File: src/rtl/pcm_slot_pkg.sv
`timescale 1ns/1ps
package pcm_slot_pkg;

    typedef struct packed {
        logic wide;
        logic gci;
        logic early;
    } pcm_mode_t;

    typedef enum logic {
        LANE_IDLE = 1'b0,
        LANE_BUSY = 1'b1
    } lane_state_t;

    function automatic int sample_bits(input pcm_mode_t m, input int sw);
        return m.wide ? sw : sw / 2;
    endfunction

    function automatic int slot_clocks(input pcm_mode_t m, input int sw);
        return m.gci ? 2 * sample_bits(m, sw) : sample_bits(m, sw);
    endfunction

    // true on the clock that closes a data bit
    function automatic logic bit_closes(input pcm_mode_t m, input logic k_lsb);
        return m.gci ? k_lsb : 1'b1;
    endfunction

endpackage

File: src/rtl/pcm_frame_counter.sv
`timescale 1ns/1ps
module pcm_frame_counter #(
    parameter int CNT_W = 11
) (
    input  logic             clk,
    input  logic             rst,
    input  logic             fsync,
    output logic             frame_start,
    output logic             step,
    output logic [CNT_W-1:0] pos_next,
    output logic [CNT_W-1:0] pos
);
    localparam logic [CNT_W-1:0] POS_MAX = {CNT_W{1'b1}};

    logic             fs_q;
    logic             run_q;
    logic [CNT_W-1:0] cnt_q;

    always_comb begin
        frame_start = fsync & ~fs_q;
        step        = frame_start | (run_q & (cnt_q != POS_MAX));
        pos_next    = frame_start ? '0 : cnt_q + 1'b1;
    end

    always_ff @(posedge clk) begin
        if (rst) begin
            fs_q  <= 1'b0;
            run_q <= 1'b0;
            cnt_q <= '0;
        end else begin
            fs_q <= fsync;
            if (frame_start) run_q <= 1'b1;
            if (step) cnt_q <= pos_next;
        end
    end

    assign pos = cnt_q;
endmodule

File: src/rtl/pcm_tx_lane.sv
`timescale 1ns/1ps
module pcm_tx_lane
    import pcm_slot_pkg::*;
#(
    parameter int SW = 16
) (
    input  logic          clk,
    input  logic          rst,
    input  pcm_mode_t     mode,
    input  logic          hit,
    input  logic          frame_start,
    input  logic [SW-1:0] sample,
    output logic          dtx,
    output logic          oe,
    output logic          busy
);
    localparam int HW = SW / 2;
    localparam int KW = $clog2(2 * SW + 1);

    lane_state_t   st_q;
    logic [SW-1:0] hold_q;
    logic [SW-1:0] sh_q;
    logic [SW-1:0] src;
    logic [SW-1:0] aligned;
    logic [KW-1:0] k_q;
    logic [KW-1:0] k_last;
    logic          last;
    logic          rel_q;

    always_comb begin
        src     = frame_start ? sample : hold_q;
        aligned = mode.wide ? src : {src[HW-1:0], {HW{1'b0}}};
        k_last  = KW'(slot_clocks(mode, SW) - 1);
        last    = (st_q == LANE_BUSY) && (k_q == k_last);
    end

    always_ff @(posedge clk) begin
        if (rst) begin
            st_q   <= LANE_IDLE;
            hold_q <= '0;
            sh_q   <= '0;
            k_q    <= '0;
        end else begin
            if (frame_start) hold_q <= sample;
            if (hit) begin
                st_q <= LANE_BUSY;
                k_q  <= '0;
                sh_q <= aligned;
            end else if (st_q == LANE_BUSY) begin
                if (last) begin
                    st_q <= LANE_IDLE;
                end else begin
                    k_q <= k_q + 1'b1;
                    if (bit_closes(mode, k_q[0])) sh_q <= {sh_q[SW-2:0], 1'b0};
                end
            end
        end
    end

    // half-cycle release flag, set on the falling edge of the last clock
    always_ff @(negedge clk) begin
        if (rst) rel_q <= 1'b0;
        else     rel_q <= last & mode.early;
    end

    assign busy = (st_q == LANE_BUSY);
    assign oe   = busy & ~(rel_q & last);
    assign dtx  = oe & sh_q[SW-1];
endmodule

File: src/rtl/pcm_rx_lane.sv
`timescale 1ns/1ps
module pcm_rx_lane
    import pcm_slot_pkg::*;
#(
    parameter int SW = 16
) (
    input  logic          clk,
    input  logic          rst,
    input  pcm_mode_t     mode,
    input  logic          hit,
    input  logic          drx,
    output logic [SW-1:0] data,
    output logic          valid,
    output logic          busy
);
    localparam int HW = SW / 2;
    localparam int KW = $clog2(2 * SW + 1);

    lane_state_t   st_q;
    logic [KW-1:0] k_q;
    logic [KW-1:0] k_last;
    logic          last;
    logic [SW-1:0] sh_q;
    logic [SW-1:0] word;
    logic [SW-1:0] data_q;
    logic          valid_q;

    always_comb begin
        k_last = KW'(slot_clocks(mode, SW) - 1);
        last   = (st_q == LANE_BUSY) && (k_q == k_last);
        word   = mode.wide ? sh_q : {{HW{1'b0}}, sh_q[HW-1:0]};
    end

    always_ff @(posedge clk) begin
        if (rst) begin
            st_q    <= LANE_IDLE;
            k_q     <= '0;
            data_q  <= '0;
            valid_q <= 1'b0;
        end else begin
            valid_q <= 1'b0;
            if (hit) begin
                st_q <= LANE_BUSY;
                k_q  <= '0;
            end else if (st_q == LANE_BUSY) begin
                if (last) begin
                    st_q    <= LANE_IDLE;
                    data_q  <= word;
                    valid_q <= 1'b1;
                end else begin
                    k_q <= k_q + 1'b1;
                end
            end
        end
    end

    always_ff @(negedge clk) begin
        if (rst) begin
            sh_q <= '0;
        end else if ((st_q == LANE_BUSY) && bit_closes(mode, k_q[0])) begin
            sh_q <= {sh_q[SW-2:0], drx};
        end
    end

    assign data  = data_q;
    assign valid = valid_q;
    assign busy  = (st_q == LANE_BUSY);
endmodule

File: src/rtl/pcm_slot_port.sv
`timescale 1ns/1ps
module pcm_slot_port
    import pcm_slot_pkg::*;
#(
    parameter int CNT_W = 11,
    parameter int SW    = 16
) (
    input  logic             pclk,
    input  logic             rst,
    input  logic             fsync,
    input  logic             wide_mode,
    input  logic             gci_mode,
    input  logic             early_release,
    input  logic [CNT_W-1:0] tx_start,
    input  logic [CNT_W-1:0] rx_start,
    input  logic [SW-1:0]    tx_sample,
    output logic             dtx_out,
    output logic             dtx_oe,
    input  logic             drx,
    output logic [SW-1:0]    rx_data,
    output logic             rx_valid
);
    pcm_mode_t        mode;
    logic             frame_start;
    logic             step;
    logic [CNT_W-1:0] pos_next;
    logic [CNT_W-1:0] pos;
    logic             tx_hit;
    logic             rx_hit;
    logic             tx_busy;
    logic             rx_busy;

    assign mode   = '{wide: wide_mode, gci: gci_mode, early: early_release};
    assign tx_hit = step && (pos_next == tx_start);
    assign rx_hit = step && (pos_next == rx_start);

    pcm_frame_counter #(.CNT_W(CNT_W)) u_cnt (
        .clk         (pclk),
        .rst         (rst),
        .fsync       (fsync),
        .frame_start (frame_start),
        .step        (step),
        .pos_next    (pos_next),
        .pos         (pos)
    );

    pcm_tx_lane #(.SW(SW)) u_tx (
        .clk         (pclk),
        .rst         (rst),
        .mode        (mode),
        .hit         (tx_hit),
        .frame_start (frame_start),
        .sample      (tx_sample),
        .dtx         (dtx_out),
        .oe          (dtx_oe),
        .busy        (tx_busy)
    );

    pcm_rx_lane #(.SW(SW)) u_rx (
        .clk   (pclk),
        .rst   (rst),
        .mode  (mode),
        .hit   (rx_hit),
        .drx   (drx),
        .data  (rx_data),
        .valid (rx_valid),
        .busy  (rx_busy)
    );
endmodule

File: config.mk
export PLATFORM = sky130hd
export DESIGN_NAME = pcm_slot_port
export DESIGN_NICKNAME = d
export VERILOG_FILES = /design/src/rtl/pcm_slot_pkg.sv /design/src/rtl/pcm_frame_counter.sv /design/src/rtl/pcm_tx_lane.sv /design/src/rtl/pcm_rx_lane.sv /design/src/rtl/pcm_slot_port.sv
export SDC_FILE = /design/constraint.sdc
export NUM_CORES = 1
export LEC_CHECK = 0
export ABC_AREA = 1
export BUFFER_PORTS_ARGS = -buffer_cell sky130_fd_sc_hd__buf_4
export CAP_MARGIN = 20
export CORE_MARGIN = 4
export CORE_UTILIZATION = 55
export CTS_BUF_LIST = sky130_fd_sc_hd__clkbuf_4 sky130_fd_sc_hd__clkbuf_8 sky130_fd_sc_hd__clkbuf_16
export CTS_CLUSTER_DIAMETER = 100
export DETAILED_ROUTE_END_ITERATION = 8
export PLACE_DENSITY = 0.8
export SYNTH_ARGS = -nofsm -noshare
export SYNTH_HDL_FRONTEND = slang
export SYNTH_SLANG_ARGS = --single-unit
File: constraint.sdc
create_clock -name pclk -period 2.9 [get_ports pclk]
set_input_delay 0.435 -clock pclk [delete_from_list [all_inputs] [get_ports pclk]]
set_output_delay 0.435 -clock pclk [all_outputs]
set_load 0.1 [all_outputs]
==> impl_results.md <==
- Status: finished, violations left
- Failing checks: negative setup slack
- Cell Area, Placed: between 5000 and 6000 sq um
- Grt met1 use: 0.281
- Clk sinks: 93
- Total chip power: around 2.6 mW
- PortBufs: between 60 and 70
- Crit-path max cell delay: around 0.31 ns
- Hold slack: 0.291 ns
- Die X-Extent: approximately 100 um
- Rows: 33
- Startpoint of the worst hold path: fsync
- Clock latency on the worst-skew pair: approximately 0.41 ns
- Final setup fails: 2
- Utilization after layout: 0.669
- Antenna Nets Post-Route: 0
- Critical-path cell list: inv_2, o21ai_4, inv_2, buf_12
- Final WS setup: -0.130 ns
- Inst Count DP: a little over 800
- Worst r2r path cells: 5
- Dpl ws: 0.000871 ns
- Global placement routability congestion: around 0.9
- Kind of end point of the critical path: output pin
- Fin cells: between 800 and 900
- Setup repair bufs after CTS: 0
- RSZ-0062 raised after global routing: true
- Startpoint Class: flop
- Bufs and invs on worst path: 3
- Die height: approximately 100 um
- Register area share after synthesis: 0.402
- # IOs: 64
- Crit path top cell by count: inv_2
- CTS H-Tree Depth: 3
- Post-synthesis cell area: roughly 4600 sq um
- R2r endpoint: u_rx.sh_q[1]
- Syn-to-layout area delta: 18.7%
- Initial Utilization: 0.564
- Hold Crit Depth: 3
- Total number of vias: 4,558
- Tightest Pin Transition: roughly 0.71 ns
- DRT iter0 DRCs: approximately 240
- WL final: between 10,000 and 15,000 um
- Critical path class: flop to output pin
- Clk root buf: clkbuf_8
- Clock Path Buffers: 2
- Number of detailed-route iterations in the first pass: 5
- Worst Path Arrival: 2.59 ns
- Final clock skew: around 0.055 ns
- Gr ovfl total: 0
- Leak: roughly 2.6 nW
- Setup_tns: -0.239 ns
- Worst slew margin: 0.525
- Max-cap violations: 0
- Ant diodes: 0
- Hold endpoint: u_cnt.fs_q
- Maximum vdd ir drop: roughly 0.26 mV
- Mean routed wirelength per cell: 12.8 um
- Cell count after synthesis: 679
- GRT Overall Usage: 0.227
- CORE AREA: ~8200 sq um
- Largest net degree at the start of global routing: 48
- Reg2Reg Setup Slack: roughly 0.19 ns
- Final #Nets: about 800
- Fillers: about 740
- Met2 global-route usage: 0.390
- Vias in the first global route: between 4,000 and 5,000
- Worst hold path type: input port to flop
- CP max stage cell: dfxtp_2
- FF-to-FF Start: u_rx.k_q[0]
- GRT Max-Usage Layer: met2
- PD cells: ~470 nW/um^2
- First-pass GRT wire length: around 19,000 um
- Critical path's top delay family: flip-flops
- Yosys warnings: 0
- Synth Register Bits: 93
- Antenna violations before repair: 0
- Final hold viol count: 0
- Layout cells sized above 1: 0.160
- TritonCTS Buffers: 9
- CP required: between 2 and 2.5 ns
- Area of the die: 9950 sq um
- DRC viols: 0
- Met3 usage: 0.0575
- Syn_nets: between 700 and 800
- Final instance area: between 5000 and 6000 sq um
- Number of vias per cell: about 5.3
- Hpwl dp: between 7000 and 8000 um
- Crit-path max FO: 2
- Cell variety after synth: 32
- Syn_area_per_cell: around 6.8 sq um
- CTS tree: yes
- Clk slew on worst S/H paths: approximately 0.08 ns
- Final slew viol count: 0
Yosys cell counts (all sizes together):
cell | instances | area share
inv | 69 | 0.056
clkinv | 1 | 0.00081
nor2 | 88 | 0.077
xnor2 | 4 | 0.0076
or2 | 10 | 0.014
nand4 | 12 | 0.016
buf | 18 | 0.022
mux2i | 10 | 0.022
nand3 | 67 | 0.075
o21bai | 2 | 0.0032
xor2 | 7 | 0.013
clkbuf | 13 | 0.011
a31oi | 1 | 0.0014
nand2 | 160 | 0.13
o21ai | 46 | 0.050
ha | 3 | 0.0081
a21oi | 60 | 0.066
nand3b | 13 | 0.021
dfxtp | 93 | 0.40
o31ai | 1 | 0.0016
nor4 | 1 | 0.0014
cell type report:
cell class,instances,area [sq um],area share
Clock inverter,23,131,0.0239
Tap cell,105,131,0.0239
Sequential cell,93,1860,0.339
Inverter,69,259,0.0471
Timing Repair Buffer,76,608,0.111
Multi-Input combinational cell,485,2370,0.432
Clock buffer,10,131,0.0239
sequential cells by signal, indices dropped and copies added (netlist names), 6 cells and up:
name         count
u_cnt.pos       11
u_rx.sh_q       16
u_tx.k_q         6
u_rx.data       16
u_rx.k_q         6
u_tx.sh_q       16
u_tx.hold_q     16
worst max-delay path by stage:
stage | startpoint | to | cells past startpoint
after floorplan | u_tx.rel_q | dtx_oe | 3
after detailed placement | gci_mode | u_rx.sh_q[0] | 5
final | u_tx.rel_q | dtx_oe | 4
after global placement | gci_mode | u_rx.sh_q[0] | 5
after global routing | u_tx.rel_q | dtx_oe | 4
after CTS | u_tx.rel_q | dtx_oe | 4
power breakdown:
group	leakage [nW]	internal, mW	switching (mW)
clock network	0.196	0.447	0.547
logic	1.62	0.120	0.166
registers	0.755	1.31	0.0198
placed cells by master, fill, tap and decap left out, types with 2 or more instances in the layout:
cell type and n:
nor2_1 83, ha_1 3, inv_1 80, o21ai_1 2, or2_2 10, nor2_4 4
nand3b_1 13, buf_12 3, clkbuf_8 9, o21bai_1 2, xnor2_1 4, a21oi_2 2
mux2i_1 10, nand2_1 158, nand4_1 12, o21ai_0 43, a21oi_1 58, nand3_1 65
nand3_2 2, inv_2 6, buf_4 73, xor2_1 7, inv_6 2, dfxtp_1 92
logic make-up after synthesis:
group                      synth area share
DFF                                   0.402
muxes                                0.0216
and+or+nand+nor                       0.335
xor gates and xnor gates             0.0208
AOI/OAI and AO/OA                     0.122
buffers and inverters                0.0897
adders and majority gates           0.00811
layer usage:
| metal | share of wire | vias up |
|---|---|---|
| met1 | 0.44 | 2082 |
| met2 | 0.49 | 130 |
| met4 | 0.018 | 0 |
| li1 | - | 2324 |
| met5 | 0 | - |
| met3 | 0.054 | 22 |
worst min-delay path: stages:
cell    delay, ns
buf_4        0.08
inv_1        0.03
nor2_1       0.06
timing repair:
action | CTS | global route
gates cloned | 0 | 0
hold buffers | 0 | 0
pin swaps | 2 | 1
resized for setup | 9 | 4
setup endpoints to repair | 2 | 3
No activity file was read; power rests on OpenSTA's default activity.
